### config.mk
export PLATFORM = sky130hd
export DESIGN_NAME = tmr16
export DESIGN_NICKNAME = d
export VERILOG_FILES = /design/src/rtl/tmr16_pkg.sv /design/src/rtl/tmr16_edge_sync.sv /design/src/rtl/tmr16_counter.sv /design/src/rtl/tmr16.sv
export SDC_FILE = /design/constraint.sdc
export NUM_CORES = 1
export LEC_CHECK = 0
export BUFFER_PORTS_ARGS = -buffer_cell sky130_fd_sc_hd__buf_4
export CAP_MARGIN = 20
export CORE_MARGIN = 4
export CORE_UTILIZATION = 57
export DETAILED_ROUTE_END_ITERATION = 8
export GPL_TIMING_DRIVEN = 0
export PLACE_DENSITY = 0.82
export SYNTH_ARGS = -nofsm -noshare
export SYNTH_HDL_FRONTEND = slang
export SYNTH_SLANG_ARGS = --single-unit
### constraint.sdc
create_clock -name clk -period 2.55 [get_ports clk]
set_input_delay 0.1275 -clock clk [delete_from_list [all_inputs] [get_ports clk]]
set_output_delay 0.1275 -clock clk [all_outputs]
set_load 0.005 [all_outputs]
### src/rtl/tmr16_pkg.sv
package tmr16_pkg;
    localparam int ADR_CTRL = 0;
    localparam int ADR_RLO  = 1;
    localparam int ADR_RHI  = 2;
    localparam int IRQ_CODE = 7;

    // control byte bits 4:0, bit positions are software visible
    typedef struct packed {
        logic route;    // 4
        logic ext_src;  // 3
        logic oneshot;  // 2
        logic run;      // 1
        logic irq_en;   // 0
    } ctrl_t;
endpackage

### src/rtl/tmr16_edge_sync.sv
module tmr16_edge_sync #(
    parameter int STAGES = 2
) (
    input  logic clk,
    input  logic rst_n,
    input  logic async_i,
    output logic rise_o
);
    localparam int W = STAGES + 1;

    logic [W-1:0] sh_d, sh_q;

    always_comb begin
        sh_d = {sh_q[W-2:0], async_i};
    end

    always_ff @(posedge clk) begin
        if (!rst_n) sh_q <= '0;
        else        sh_q <= sh_d;
    end

    assign rise_o = sh_q[STAGES-1] & ~sh_q[STAGES];
endmodule

### src/rtl/tmr16_counter.sv
module tmr16_counter #(
    parameter int CNT_W = 16
) (
    input  logic             clk,
    input  logic             rst_n,
    input  logic             load_i,
    input  logic             step_i,
    input  logic             oneshot_i,
    input  logic [CNT_W-1:0] reload_i,
    output logic             expire_o
);
    localparam logic [CNT_W-1:0] ONE = CNT_W'(1);

    logic [CNT_W-1:0] cnt_d, cnt_q;
    logic             at_end;

    always_comb begin
        at_end   = (cnt_q <= ONE);
        expire_o = step_i && !load_i && at_end;
        cnt_d    = cnt_q;
        if (load_i)
            cnt_d = reload_i;
        else if (step_i)
            cnt_d = at_end ? (oneshot_i ? '0 : reload_i) : cnt_q - ONE;
    end

    always_ff @(posedge clk) begin
        if (!rst_n) cnt_q <= '0;
        else        cnt_q <= cnt_d;
    end
endmodule

### src/rtl/tmr16.sv
module tmr16
    import tmr16_pkg::*;
#(
    parameter int DATA_W      = 8,
    parameter int ADDR_W      = 2,
    parameter int SYNC_STAGES = 2
) (
    input  logic              clk,
    input  logic              rst_n,
    input  logic              int_tick_i,
    input  logic              ext_clk_i,
    input  logic              wr_en_i,
    input  logic              rd_en_i,
    input  logic [ADDR_W-1:0] addr_i,
    input  logic [DATA_W-1:0] wdata_i,
    output logic [DATA_W-1:0] rdata_o,
    input  logic              pin_sel_i,
    output logic              irq_o,
    output logic [2:0]        src_code_o,
    output logic              pin_o
);
    localparam int CNT_W  = 2 * DATA_W;
    localparam int CTRL_W = $bits(ctrl_t);

    typedef struct packed {
        ctrl_t             ctrl;
        logic [DATA_W-1:0] rlo;
        logic [DATA_W-1:0] rhi;
        logic              flag;
    } state_t;

    state_t s_d, s_q;
    logic   ext_rise, tick, load, step, expire;
    logic   ctrl_wr, ctrl_rd;

    tmr16_edge_sync #(.STAGES(SYNC_STAGES)) u_sync (
        .clk     (clk),
        .rst_n   (rst_n),
        .async_i (ext_clk_i),
        .rise_o  (ext_rise)
    );

    tmr16_counter #(.CNT_W(CNT_W)) u_cnt (
        .clk       (clk),
        .rst_n     (rst_n),
        .load_i    (load),
        .step_i    (step),
        .oneshot_i (s_q.ctrl.oneshot),
        .reload_i  ({s_q.rhi, s_q.rlo}),
        .expire_o  (expire)
    );

    always_comb begin
        ctrl_wr = wr_en_i && (addr_i == ADDR_W'(ADR_CTRL));
        ctrl_rd = rd_en_i && (addr_i == ADDR_W'(ADR_CTRL));
        tick    = s_q.ctrl.ext_src ? ext_rise : int_tick_i;
        load    = ctrl_wr && wdata_i[1];
        step    = s_q.ctrl.run && tick;

        s_d = s_q;
        if (wr_en_i && addr_i == ADDR_W'(ADR_RLO)) s_d.rlo = wdata_i;
        if (wr_en_i && addr_i == ADDR_W'(ADR_RHI)) s_d.rhi = wdata_i;
        if (ctrl_wr)
            s_d.ctrl = ctrl_t'(wdata_i[CTRL_W-1:0]);
        else if (expire && s_q.ctrl.oneshot)
            s_d.ctrl.run = 1'b0;
        if (ctrl_rd) s_d.flag = 1'b0;
        if (expire)  s_d.flag = 1'b1;
    end

    always_ff @(posedge clk) begin
        if (!rst_n) s_q <= '0;
        else        s_q <= s_d;
    end

    always_comb begin
        case (addr_i)
            ADDR_W'(ADR_CTRL): rdata_o = {{(DATA_W-CTRL_W){1'b0}}, s_q.ctrl};
            ADDR_W'(ADR_RLO):  rdata_o = s_q.rlo;
            ADDR_W'(ADR_RHI):  rdata_o = s_q.rhi;
            default:           rdata_o = '0;
        endcase
    end

    assign irq_o      = s_q.flag && s_q.ctrl.irq_en;
    assign src_code_o = irq_o ? 3'(IRQ_CODE) : 3'd0;
    assign pin_o      = s_q.flag && s_q.ctrl.route && !pin_sel_i;
endmodule

; ---- Yosys cells after proc, flatten, opt, wreduce, memory -nomap -nowiden
; Cells that the tools add are included.
[totals]
out_inout_bits = 13
reg_bits = 41
input_bits = 17
[classes]
n_mux = 11
n_reduce_logical = 18
n_bitwise = 2
addsub = 1
magnitude_cmp = 1
eq_ne = 2
[ops]
columns = op, count
row1 = $mux W16, 4
row2 = $pmux W8 S3, 1
row3 = $le A16 B1 Y1 const B, 1
row4 = $sub A16 B1 Y16 const B, 1
row5 = $logic_and A1 B1 Y1, 12
row6 = $reduce_bool A2 Y1, 3
row7 = $mux W1, 5
row8 = $mux W3, 1
row9 = $eq A2 B1 Y1 const B, 1
row10 = $eq A2 B2 Y1 const B, 1
row11 = $logic_not A1 Y1, 2
row12 = $logic_not A2 Y1, 1
row13 = $and A1 B1 Y1, 1
row14 = $not A1 Y1, 1

; ---- Depth between registers and ports, before layout
[logic_depth]
word_depth = 9
depth_mapped = 9

; ---- Cells and area by module
; From an unflattened synthesis, not the netlist that was laid out.
[unflattened]
hier_cells = 273
hier_area_um2 = 2464.9
[modules_own_cells]
columns = module, seq_area_each_um2, area_each_um2, cells_each, instances
row1 = tmr16_counter, 320.3, 1370.1, 148, 1
row2 = tmr16, 440.4, 1002.2, 118, 1
row3 = tmr16_edge_sync, 60.1, 92.6, 7, 1

; ---- Worst setup path before layout
; OpenSTA, ideal clock, no wires.
[synth_path]
path_kind = register to register
start = register u_cnt.cnt_q[11]
end = register u_cnt.cnt_q[15]
period_less_slack_ps = 1912
path_slack_ps = 638
path_stages_with_launch = 8
arrival_time_ps = 1793
setup_time_ps = 120
path_buffers = 2
cell_sequence = dfxtp_1 or4_4 nor3_4 buf_6 and2_4 buf_6 nor4_1 o31a_1
[synth_between]
elab_chain_cells = 4
[synth_lines]
columns = item, line_no
row1 = start: declaration, tmr16_counter.sv:14  ; logic [CNT_W-1:0] cnt_d, cnt_q;
row2 = start signal: assignment, tmr16_counter.sv:29  ; else cnt_q <= cnt_d;
row3 = $sub A16 B1 Y16 or $le A16 B1 Y1 (tied branches), "tmr16_counter.sv:24, tmr16_counter.sv:18"
row4 = $mux W16 *, tmr16_counter.sv:24  ; cnt_d = at_end ? (oneshot_i ? '0 : reload_i) : cnt_q - ONE;
row5 = $mux W16 *, tmr16_counter.sv:23  ; else if (step_i)
row6 = $mux W16 *, tmr16_counter.sv:21  ; if (load_i)
; Every way passes the cells marked *; elsewhere a longest branch is shown, timed or not. The select of a mux whose other input is x is not followed.
; A chain may end at the register's enable or synchronous reset.

; ---- Worst setup path after layout
[layout_path]
start = register u_cnt.cnt_q[0]
end = register u_cnt.cnt_q[14]
; The elaborated chain is that of the path after synthesis.

==> out/qor.txt <==
Critical Path Sink: u_cnt.cnt_q[14]$_SDFFE_PN0P_
R2R Setup Slk: 0.39 ns
DRC viols: 0
Total GRT Usage: 24.5%
Clock power frac: 38.1%
fin. max-slew vios: 0
overall power: 1.47 mW
fillers: 302
Sw Ratio: 26.6%
Int Pwr: 1.08 mW
largest net degree at the start of global routing: 14
post-synthesis register bit count: 41
DP Area: 0.00249 mm2
vias in the first global route: 1972
clock buffer depth: 2
synthesized area: 0.00223 mm2
compound-cell area share of the yosys netlist: 17.6%
post_cts resized: 0
final setup fails: 0
layout cells sized above 1: 16.9%
post-DP HPWL: 4230 um
power share of the sequential group: 46.3%
first-pass GRT wire length: 9710 um
commonest non-fill, non-tap cell in the layout: dfxtp_1
post-synth cell types: 49
routability congestion estimate: 0.878
slew margin rel.: 40.3%
Syn-to-layout area delta: 17.2%
Hold WC Path Type: in -> reg
crit path DAT: 2.36 ns
final cycle utilization of the critical path: 84.9%
DRT Pass-1 Iters: 7
CP endpoint kind: flip-flop
vias: 2061
H-tree levels: 2
Post-CTS Hold Buffers: 0
latest clock arrival within the worst-skew pair: 0.30 ns
cell area after layout: 0.00261 mm2
xor and xnor area share after synthesis: 2.36%
outcome: completed
f_max: 462 MHz
Final TNS setup: 0 ns
Clk pin slew, worst setup/hold paths: 0.08 ns
Post-DRT Antenna Nets: 0
adder-cell share of the synthesized area: 1.12%
proportion of synthesized area in mux cells: 9.43%
Slew @ Worst Pin: 0.893 ns
Post-Synth Simple-Gate Area: 27.2%
Initial Utilization: 60.0%
crit path max fanout: 7
async set or reset register ratio after synthesis: 0%
CTS Root Cell: clkbuf_8
vias per cell: 6.10
CP required: 2.75 ns
Clock Sinks: 41
Total Routed Length: 5930 um
NetSw: 0.390 mW
TritonCTS Buffers: 5
Core Region: 0.00372 mm2
cell row count: 22
Worst VDD drop: 0.440 mV
pwr/cell area: 562 mW/mm2
clk_skew: 0.00554 ns
post-layout min period: 2.16 ns
Worst R2R End: u_cnt.cnt_q[14]$_SDFFE_PN0P_
startpoint class of the critical path: flip-flop
Hold WS: 0.0350 ns
Ys Warns: 0
Comb pwr share: 15.6%
Primary FF master, synth: dfxtp_1
width of the die: 70.5 um
unrepaired setup endpoints after global routing: false
main combinational cell family by area after synthesis: simple AND/OR/NAND/NOR gates
worst setup path startpoint: u_cnt.cnt_q[0]$_SDFFE_PN0P_
syn_area_per_cell: 8.74 um2
Port-buffer cells: 27
IO Count: 30
Final Util: 70.3%
final hold vios: 0
fin nets: 308
die height: 70.5 um
Seq/Total Area, Yosys: 36.8%
CTS tree: built
post-synth net total: 274
number of flops mapped to enable cells by yosys: 0
worst setup path class: reg -> reg
post-CTS setup buffers: 0
Max-cap violations: 0
initial antenna violation count: 0
die area: 0.00498 mm2
worst-case reg-to-reg path depth: 6
GRT overflow: 0
WL/cell: 17.5 um
drt initial violations: 233
most frequent cells in the layout: dfxtp_1 (41), buf_4 (32), nand2_1 (29), mux2i_1 (21), nor2b_1 (17)
LEAKAGE: 1.11 nW
Mapped Cells: 255
worst reg2reg startpoint: u_cnt.cnt_q[0]$_SDFFE_PN0P_
ANT cells: 0
synth_stat cells, types with 2 or more instances:
cell	count	area, um2
inv_1	4	15.0
ha_1	2	25.0
nand4b_1	2	17.5
a21oi_1	7	35.0
buf_6	2	22.5
dfxtp_1	41	821
nor2_1	10	37.5
or4_1	4	30.0
mux2i_1	21	210
nand2_1	29	109
a22o_1	4	35.0
nor4_1	9	56.3
nand4_1	3	18.8
buf_2	2	10.0
a211o_1	3	26.3
nand3_1	11	55.1
clkbuf_1	10	37.5
xnor2_1	2	17.5
a21boi_0	9	67.6
nand3b_1	2	15.0
or3_1	3	18.8
xor2_1	4	35.0
a31oi_1	3	18.8
o21ai_0	9	45.0
nor2b_1	17	106
and3_1	4	25.0
and2_1	5	31.3
o2bb2ai_1	8	70.1
buf_4	5	37.5
critical path, stage by stage (launching register included):
cell and delay, ns:
dfxtp_1 0.38, inv_1 0.08, ha_1 0.19, nor3b_1 0.75, nand4_1 0.18, and3_1 0.24, a32o_1 0.25
power groups by stage:
| stage | Clock (mW) | Sequential, mW | Combinational [mW] |
|---|---|---|---|
| floorplan | 0 | 0.686 | 0.159 |
| global placement | 0 | 0.693 | 0.220 |
| detailed placement | 0 | 0.693 | 0.224 |
| CTS | 0.564 | 0.678 | 0.226 |
| global route | 0.581 | 0.681 | 0.249 |
| finish | 0.560 | 0.679 | 0.229 |
how the worst min path moves through the flow:
stage | start | to | slack [ns] | cells past startpoint
after floorplan | ext_clk_i | u_sync.sh_q[0]$_SDFF_PN0_ | 0.25 | 1
after global placement | ext_clk_i | u_sync.sh_q[0]$_SDFF_PN0_ | 0.34 | 2
after detailed placement | ext_clk_i | u_sync.sh_q[0]$_SDFF_PN0_ | 0.34 | 2
after CTS | ext_clk_i | u_sync.sh_q[0]$_SDFF_PN0_ | 0.03 | 2
after global routing | ext_clk_i | u_sync.sh_q[0]$_SDFF_PN0_ | 0.03 | 2
final | ext_clk_i | u_sync.sh_q[0]$_SDFF_PN0_ | 0.03 | 2
cell families (layout without fill, tap and decap cells):
kind of cell,after synthesis,in the layout
AOI/OAI and AO/OA,55,55
adders and majority gates,2,2
muxes,21,21
buffers and inverters,23,58
and+or+nand+nor,107,107
DFF,41,41
xor gates and xnor gates,6,6
flip-flops by register name, summed over array words and instances (netlist names):
| name | cells |
|---|---|
| u_sync.sh_q | 3 |
| u_cnt.cnt_q | 16 |
| s_q | 22 |
per-stage QoR:
stage                     setup WS (ns)  std cells
final                             0.385        338
after global routing              0.287        338
after CTS                         0.460        338
after detailed placement          0.377        330
after global placement            0.460        330
after floorplan                   0.638        255
cell type report:
cell class	instances	area, um2	area share, %
Multi-Input combinational cell	191	1290	49.2
Sequential cell	41	821	31.4
Timing Repair Buffer	27	203	7.76
Buffer	19	108	4.12
Clock buffer	6	82.6	3.16
Tap cell	48	60.1	2.30
Clock inverter	2	37.5	1.44
Inverter	4	15.0	0.575
routing by layer:
metal  share of wire, %  vias to the layer above  track usage (%)
li1                   -                      988                -
met1                 42                      962             32.3
met2                 48                       96             39.6
met3                8.1                       15             5.82
met4                1.8                        0             8.56
met5                  0                        -                0
No activity file was read; power rests on OpenSTA's default activity.
